==> config.mk <==
export PLATFORM = sky130hd
export DESIGN_NAME = fp32_order_unit
export DESIGN_NICKNAME = d
export VERILOG_FILES = /design/src/rtl/fpcmp_pkg.sv /design/src/rtl/fpcmp_classify.sv /design/src/rtl/fpcmp_core.sv /design/src/rtl/fpcmp_stage.sv /design/src/rtl/fp32_order_unit.sv
export SDC_FILE = /design/constraint.sdc
export NUM_CORES = 1
export LEC_CHECK = 0
export BUFFER_PORTS_ARGS = -buffer_cell sky130_fd_sc_hd__clkbuf_2
export CAP_MARGIN = 5
export CORE_MARGIN = 10
export CORE_UTILIZATION = 25
export DETAILED_ROUTE_END_ITERATION = 7
export SYNTH_ARGS = -nofsm -noshare
export SYNTH_HDL_FRONTEND = slang
export SYNTH_HIERARCHICAL = 1
export SYNTH_SLANG_ARGS = --single-unit
==> constraint.sdc <==
create_clock -name clk -period 2.6 [get_ports clk]
set_input_delay 0.52 -clock clk [delete_from_list [all_inputs] [get_ports clk]]
set_output_delay 0.52 -clock clk [all_outputs]
set_load 0.05 [all_outputs]
==> src/rtl/fpcmp_pkg.sv <==
// Shared types for the binary32 comparator.
// Assumes: result codes are two-bit signed values.
package fpcmp_pkg;
    typedef enum logic [1:0] {
        ORD_LT = 2'b11,
        ORD_EQ = 2'b00,
        ORD_GT = 2'b01
    } ord_t;
endpackage

==> src/rtl/fpcmp_classify.sv <==
// Classifies one raw floating-point word as NaN and/or zero magnitude.
// Assumes: IEEE-754 interchange layout {sign, exponent, mantissa}.
module fpcmp_classify #(
    parameter int EXP_W = 8,
    parameter int MAN_W = 23
) (
    input  logic [EXP_W+MAN_W:0] word,
    output logic                 is_nan,
    output logic                 is_zero
);
    localparam int MAG_W = EXP_W + MAN_W;
    localparam logic [MAG_W-1:0] INF_MAG = {{EXP_W{1'b1}}, {MAN_W{1'b0}}};

    logic [MAG_W-1:0] mag;

    // Strip the sign and test the magnitude against the infinity pattern.
    always_comb begin
        mag     = word[MAG_W-1:0];
        is_nan  = (mag > INF_MAG);
        is_zero = (mag == '0);
    end
endmodule

==> src/rtl/fpcmp_core.sv <==
// Combinational ordering of two words using a signed-integer compare,
// reversed when both operands are negative; applies both NaN policies.
// Assumes: classification inputs come from fpcmp_classify on the same words.
module fpcmp_core
    import fpcmp_pkg::*;
#(
    parameter int W = 32
) (
    input  logic [W-1:0] a,
    input  logic [W-1:0] b,
    input  logic         a_nan,
    input  logic         b_nan,
    input  logic         a_zero,
    input  logic         b_zero,
    output ord_t         le_code,
    output ord_t         ge_code,
    output logic         unordered
);
    logic  int_lt;
    logic  int_eq;
    logic  both_neg;
    ord_t  ordered;

    // Integer relation of the raw words and the sign-flip condition.
    always_comb begin
        int_lt   = ($signed(a) < $signed(b));
        int_eq   = (a == b);
        both_neg = a[W-1] & b[W-1];
    end

    // Ordered result: zeros equal, else integer order with sign-dependent flip.
    always_comb begin
        if (a_zero && b_zero)
            ordered = ORD_EQ;
        else if (int_eq)
            ordered = ORD_EQ;
        else if (int_lt ^ both_neg)
            ordered = ORD_LT;
        else
            ordered = ORD_GT;
    end

    // NaN policies: le-style reports greater, ge-style reports less.
    always_comb begin
        unordered = a_nan | b_nan;
        le_code   = unordered ? ORD_GT : ordered;
        ge_code   = unordered ? ORD_LT : ordered;
    end
endmodule

==> src/rtl/fpcmp_stage.sv <==
// Output stage: a one-clock register with valid tracking and hold,
// or a straight pass-through when REGISTERED is 0.
// Assumes: synchronous active-low reset.
module fpcmp_stage
    import fpcmp_pkg::*;
#(
    parameter bit REGISTERED = 1'b1
) (
    input  logic       clk,
    input  logic       rst_n,
    input  logic       in_valid,
    input  ord_t       le_in,
    input  ord_t       ge_in,
    input  logic       un_in,
    output logic       out_valid,
    output logic [1:0] le_out,
    output logic [1:0] ge_out,
    output logic       un_out
);
    generate
        if (REGISTERED) begin : g_reg
            ord_t le_q;
            ord_t ge_q;
            logic un_q;
            logic vld_q;

            // Capture results on valid input, hold otherwise.
            always_ff @(posedge clk) begin
                if (!rst_n) begin
                    le_q  <= ORD_EQ;
                    ge_q  <= ORD_EQ;
                    un_q  <= 1'b0;
                    vld_q <= 1'b0;
                end else begin
                    vld_q <= in_valid;
                    if (in_valid) begin
                        le_q <= le_in;
                        ge_q <= ge_in;
                        un_q <= un_in;
                    end
                end
            end

            // Drive the ports from the register.
            always_comb begin
                out_valid = vld_q;
                le_out    = le_q;
                ge_out    = ge_q;
                un_out    = un_q;
            end

            assert_nan_policy_R2: assert property (@(posedge clk) disable iff (!rst_n)
                un_out |-> (le_out == 2'b01));
            assert_nan_policy_R3: assert property (@(posedge clk) disable iff (!rst_n)
                un_out |-> (ge_out == 2'b11));
            assert_code_legal_R4: assert property (@(posedge clk) disable iff (!rst_n)
                (le_out != 2'b10) && (ge_out != 2'b10));
            assert_policies_agree_R9: assert property (@(posedge clk) disable iff (!rst_n)
                !un_out |-> (le_out == ge_out));
            assert_latency_R10: assert property (@(posedge clk) disable iff (!rst_n)
                in_valid |=> out_valid);
            assert_idle_valid_R10: assert property (@(posedge clk) disable iff (!rst_n)
                !in_valid |=> !out_valid);
            assert_hold_R11: assert property (@(posedge clk) disable iff (!rst_n)
                !in_valid |=> ($stable(le_out) && $stable(ge_out) && $stable(un_out)));
        end else begin : g_comb
            // Pass results straight through.
            always_comb begin
                out_valid = in_valid;
                le_out    = le_in;
                ge_out    = ge_in;
                un_out    = un_in;
            end
        end
    endgenerate
endmodule

==> src/rtl/fp32_order_unit.sv <==
// Top: binary32 three-way comparator with le-style and ge-style NaN
// policies plus an unordered flag. Classification works on bit patterns only.
// Assumes: no exception flags, no quiet/signalling NaN distinction.
module fp32_order_unit
    import fpcmp_pkg::*;
#(
    parameter int EXP_W      = 8,
    parameter int MAN_W      = 23,
    parameter bit REGISTERED = 1'b1
) (
    input  logic                 clk,
    input  logic                 rst_n,
    input  logic                 in_valid,
    input  logic [EXP_W+MAN_W:0] op_a,
    input  logic [EXP_W+MAN_W:0] op_b,
    output logic                 out_valid,
    output logic [1:0]           le_res,
    output logic [1:0]           ge_res,
    output logic                 unord
);
    localparam int W = EXP_W + MAN_W + 1;

    logic [W-1:0] ops  [2];
    logic         nan  [2];
    logic         zero [2];
    ord_t         le_c;
    ord_t         ge_c;
    logic         un_c;

    // Gather operands for the per-operand classifiers.
    always_comb begin
        ops[0] = op_a;
        ops[1] = op_b;
    end

    generate
        for (genvar i = 0; i < 2; i++) begin : g_cls
            fpcmp_classify #(.EXP_W(EXP_W), .MAN_W(MAN_W)) cls_i (
                .word    (ops[i]),
                .is_nan  (nan[i]),
                .is_zero (zero[i])
            );
        end
    endgenerate

    fpcmp_core #(.W(W)) core_i (
        .a         (op_a),
        .b         (op_b),
        .a_nan     (nan[0]),
        .b_nan     (nan[1]),
        .a_zero    (zero[0]),
        .b_zero    (zero[1]),
        .le_code   (le_c),
        .ge_code   (ge_c),
        .unordered (un_c)
    );

    fpcmp_stage #(.REGISTERED(REGISTERED)) stage_i (
        .clk       (clk),
        .rst_n     (rst_n),
        .in_valid  (in_valid),
        .le_in     (le_c),
        .ge_in     (ge_c),
        .un_in     (un_c),
        .out_valid (out_valid),
        .le_out    (le_res),
        .ge_out    (ge_res),
        .un_out    (unord)
    );
endmodule

# Yosys cells after proc, flatten, opt, wreduce, memory -nomap -nowiden

Cells that the tools add are included.

Bits in registers: 6
Output and inout bits: 6

Magnitude comparators: 3
Reductions and logical operators: 3
Mux-type cells: 5
Equality and inequality tests: 1
Bitwise gates (word level): 3

Operators by type and width:

| operator                                    | count |
|---|---|
| > comparator 31 bit (second input constant) | 2 |
| logical NOT 31 bit                          | 2 |
| == test 32 bit                              | 1 |
| less-than comparator 32 bit                 | 1 |
| 2-to-1 mux 2 bit                            | 5 |
| AND 1 bit                                   | 1 |
| logical AND 1 bit                           | 1 |
| bitwise OR 1 bit                            | 1 |
| bitwise XOR 1 bit                           | 1 |

# Logic depth before layout (Yosys ltp)

Depth after elaboration: 6
Mapped depth: 10
Mapped depth without buffers: 10

# Cells and area by module

The synthesis kept the hierarchy.

By module, submodules not included:

| module         | area each (µm²) | sequential area each (µm²) | instances | cells an instance |
|---|---|---|---|---|
| fpcmp_core     | 947.2           | 0.0                        | 1         | 131 |
| fpcmp_stage    | 220.2           | 120.1                      | 1         | 18 |
| fpcmp_classify | 102.6           | 0.0                        | 2         | 16 |

# Least setup slack after synthesis

No wires, ideal clock.

Path type: input port to flip-flop
Start: input op_b[31]
End: register stage_i.g_reg.le_q[1] (netlist: stage_i/le_out[1])
Path slack: 0.494 ns
Library setup time: 0.066 ns
Cell stages on the path: 10
Required time: 2.534 ns
Data arrival time: 2.040 ns
Cell sequence: inv_1 > ha_1 > nand4_2 > nor4_4 > a32oi_1 > inv_2 > or3_1 > mux2i_1 > mux2i_1 > nor2b_1

Word-level cells in the longest chain between the ends: 6
Elaborated cells on any way between the ends: 8
Classes of those cells: 1 x order compare; 1 x eq/ne; 4 x mux; 2 x bitwise

Ends and longest elaborated chain:

| what                                                            | line                               | text |
|---|---|---|
| start: declaration                                              | fp32_order_unit.sv:15              | `input logic [EXP_W+MAN_W:0] op_b,` |
| less-than comparator 32 bit / AND 1 bit (equally long branches) | fpcmp_core.sv:26, fpcmp_core.sv:28 |  |
| bitwise XOR 1 bit                                               | fpcmp_core.sv:37                   | `else if (int_lt ^ both_neg)` |
| 2-to-1 mux 2 bit                                                | fpcmp_core.sv:37                   |  |
| 2-to-1 mux 2 bit *                                              | fpcmp_core.sv:35                   | `else if (int_eq)` |
| 2-to-1 mux 2 bit *                                              | fpcmp_core.sv:33                   | `if (a_zero && b_zero)` |
| 2-to-1 mux 2 bit *                                              | fpcmp_core.sv:46                   | `le_code = unordered ? ORD_GT : ordered;` |
| via le_c[1]                                                     | fp32_order_unit.sv:26              | `ord_t le_c;` |
| end signal: assignment                                          | fpcmp_stage.sv:37                  | `le_q <= le_in;` |
| end: declaration                                                | fpcmp_stage.sv:22                  | `ord_t le_q;` |

The timed path passes the listed nets; every way through them passes the cells marked *.
A chain may end at the register's enable or synchronous reset.

==> flow_summary.json <==
{
  "crit_arrival_ps": 2340,
  "clkLatencyLatePin_ps": 220,
  "reg2reg_depth": 2,
  "critPathKind": "primary input to register",
  "setup_viol": 0,
  "cts_resized": 0,
  "drive_gt1_share_pct": 33.9,
  "cp_cell_sequence": "clkbuf_2 > nor4_2 > nand4_1 > o21a_1 > nor2_1 > inv_1 > or3_1 > mux2i_1 > mux2i_1 > nor2b_1",
  "io_buffers": 72,
  "dp.final_hpwl_mm": 4.06,
  "syn_area_mm2": 0.00137,
  "async_reset_ff_share_pct": 0,
  "cts_setup_buffers": 0,
  "yosysSeqAreaShare_pct": 8.75,
  "startpoint": "op_b[1]",
  "die_w_um": 94.1,
  "cts_tree": "done",
  "numClockSinks": 6,
  "root_buffer": "clkbuf_8",
  "postCtsHoldBufs": 0,
  "crit_end": "stage_i/le_out[1]",
  "synthTopCellsByArea": "ha_1 (30%), inv_1 (9.0%), dfxtp_1 (8.8%)",
  "cts_buffers": 3,
  "gp_congestion": 0.834,
  "cts.htree.levels": 1,
  "vias": 1493,
  "avgRoutedWirePerCell_um": 13.3,
  "yosys_warnings": 6,
  "cts.clk_slew.worst_paths_ps": 40,
  "place_area_mm2": 0.00180,
  "hold_violations": 0,
  "cp_slowest_stage_delay_ps": 370,
  "startpoint_type": "primary input",
  "netlist_instances": 181,
  "avgSynthCellArea_um2": 7.58,
  "required_ps": 2760,
  "worstMarginPinSlew_ps": 419,
  "worst_hold_path_type": "register to register",
  "fin_setup_tns_ps": 0,
  "period_share_pct": 83.7,
  "regArea_um2": 120,
  "grt_pass1_vias": 1624,
  "antenna_found_initial": 0,
  "min_period_ps": 2180,
  "grt-ovfl-total": 0,
  "synth_cell_type_count": 34,
  "cp.depth": 10,
  "rsz0062_at_grt": "no",
  "final_area_mm2": 0.00184,
  "multi_input_area_mm2": 0.00111,
  "viasPerCell": 4.61,
  "wirelength_mm": 4.32,
  "grt_pass1_wl_mm": 7.20,
  "diodes": 0,
  "core_area_mm2": 0.00520,
  "synth_edf_count": 0,
  "max-cap-violations": 0,
  "std_cell_rows": 26,
  "final.fill_count": 564,
  "cp-end-kind": "register",
  "drt_iter0_markers": 38,
  "maxSlewHeadroom_pct": 71.9,
  "min_from": "stage_i/ge_out[1]",
  "final_core_util_pct": 35.4,
  "outcome": "finished, final reports clean",
  "crit_fanout": 4,
  "cts_buffer_depth": 2,
  "synthToLayoutAreaGrowth_pct": 34.3,
  "firstDrtPassIters": 4,
  "synth_top_cell_area_share_pct": 30.1,
  "r2r-start": "stage_i/un_out",
  "grt_max_degree": 7,
  "fmax_mhz": 459,
  "worst-path-buf-inv": 2,
  "synth_common_cells": "ha_1 (33), inv_1 (33), a21oi_1 (16)",
  "die_y_um": 94.1,
  "cp_top_family": "simple AND/OR/NAND/NOR gates",
  "fin_skew_ps": 0,
  "nets": 356,
  "synth-main-ff-cell": "dfxtp_1",
  "holdWs_ps": 516,
  "dieArea_mm2": 0.00885,
  "power.density_mw_per_mm2": 270,
  "io_pins": 73,
  "antenna_left": 0,
  "critPathSlowestCell": "or3_1",
  "syn-num-nets": 281,
  "ir_drop_mv": 0.497,
  "postSynthRegisterBits": 6,
  "path_common_cell": "mux2i_1",
  "power.leakage_nw": 1.02,
  "r2r_end": "stage_i/un_out",
  "rrSetupSlack_ps": 1990,
  "start_util_pct": 26.4,
  "slew_viol_final": 0,
  "synth.largest_area_cell": "ha_1",
  "grt_use_total_pct": 9.56,
  "drc_errors": 0
}
how the worst min path moves through the flow:
stage                     depth (start not counted)                end
after floorplan                                   1  stage_i/ge_out[0]
after detailed placement                          2  stage_i/ge_out[1]
final                                             2  stage_i/ge_out[1]
after global routing                              2  stage_i/le_out[0]
after global placement                            2  stage_i/ge_out[1]
after CTS                                         2  stage_i/le_out[0]
stage by stage:
stage	cells	power (mW)	setup slack (ps)
floorplan	181	0.259	494
global placement	321	0.359	227
detailed placement	321	0.362	163
CTS	324	0.504	391
global route	324	0.541	43.3
finish	324	0.497	423
cell families after synthesis:
logic type | share of synthesized area (%)
buffers and inverters | 10.7
AO/OA/AOI/OAI | 13.8
AND/OR/NAND/NOR | 31.7
adder cells (fa/ha/maj) | 30.1
XOR/XNOR | 0.638
flip-flops | 8.75
multiplexers | 4.38
worst reg2reg max path: cells and delay by family, from the launching register on:
kind	cells	cell delay [ps]
and+or+nand+nor	1	60
muxes	1	140
DFF	1	300
state kept, by name, summed over array words and instances, names as in the netlist:
name               flops
stage_i/out_valid      1
stage_i/un_out         1
stage_i/le_out         2
stage_i/ge_out         2
placed cells by master, fill, tap and decap left out, types with 2 or more instances in the layout:
master,Yosys,final
a21oi_1,16,16
clkbuf_2,0,72
clkbuf_8,0,3
dfxtp_1,6,6
ha_1,33,33
inv_1,33,33
mux2i_1,6,6
nand2_1,13,13
nand3_1,4,4
nand4_1,11,11
nand4_2,2,2
nor2_1,6,6
nor2b_1,6,6
nor3_1,4,4
nor3_2,2,2
nor4_1,12,12
nor4_2,2,2
o211ai_1,2,2
o21a_1,3,3
o21ai_0,4,4
layout make-up:
type                    count  area share, %
inverters                  34           6.92
flip-flops and latches      6           6.52
repair buffers             72           19.6
well taps                  70           4.75
clock buffers               3           2.24
multi-input cells         139           60.0
power by group:
group          internal (mW)  switching (mW)
Clock                 0.0993          0.0383
Sequential            0.0993         0.00326
Combinational          0.112           0.144
Total                  0.311           0.186
metal layers:
| layer | vias up | share of wire (%) | global-route usage [%] |
|---|---|---|---|
| met5 | - | 0 | 0 |
| met3 | 4 | 9.7 | 4.00 |
| li1 | 808 | - | - |
| met4 | 0 | 0.97 | 1.27 |
| met2 | 49 | 43 | 15.2 |
| met1 | 632 | 47 | 12.0 |
(Power assumes the default switching activity.)
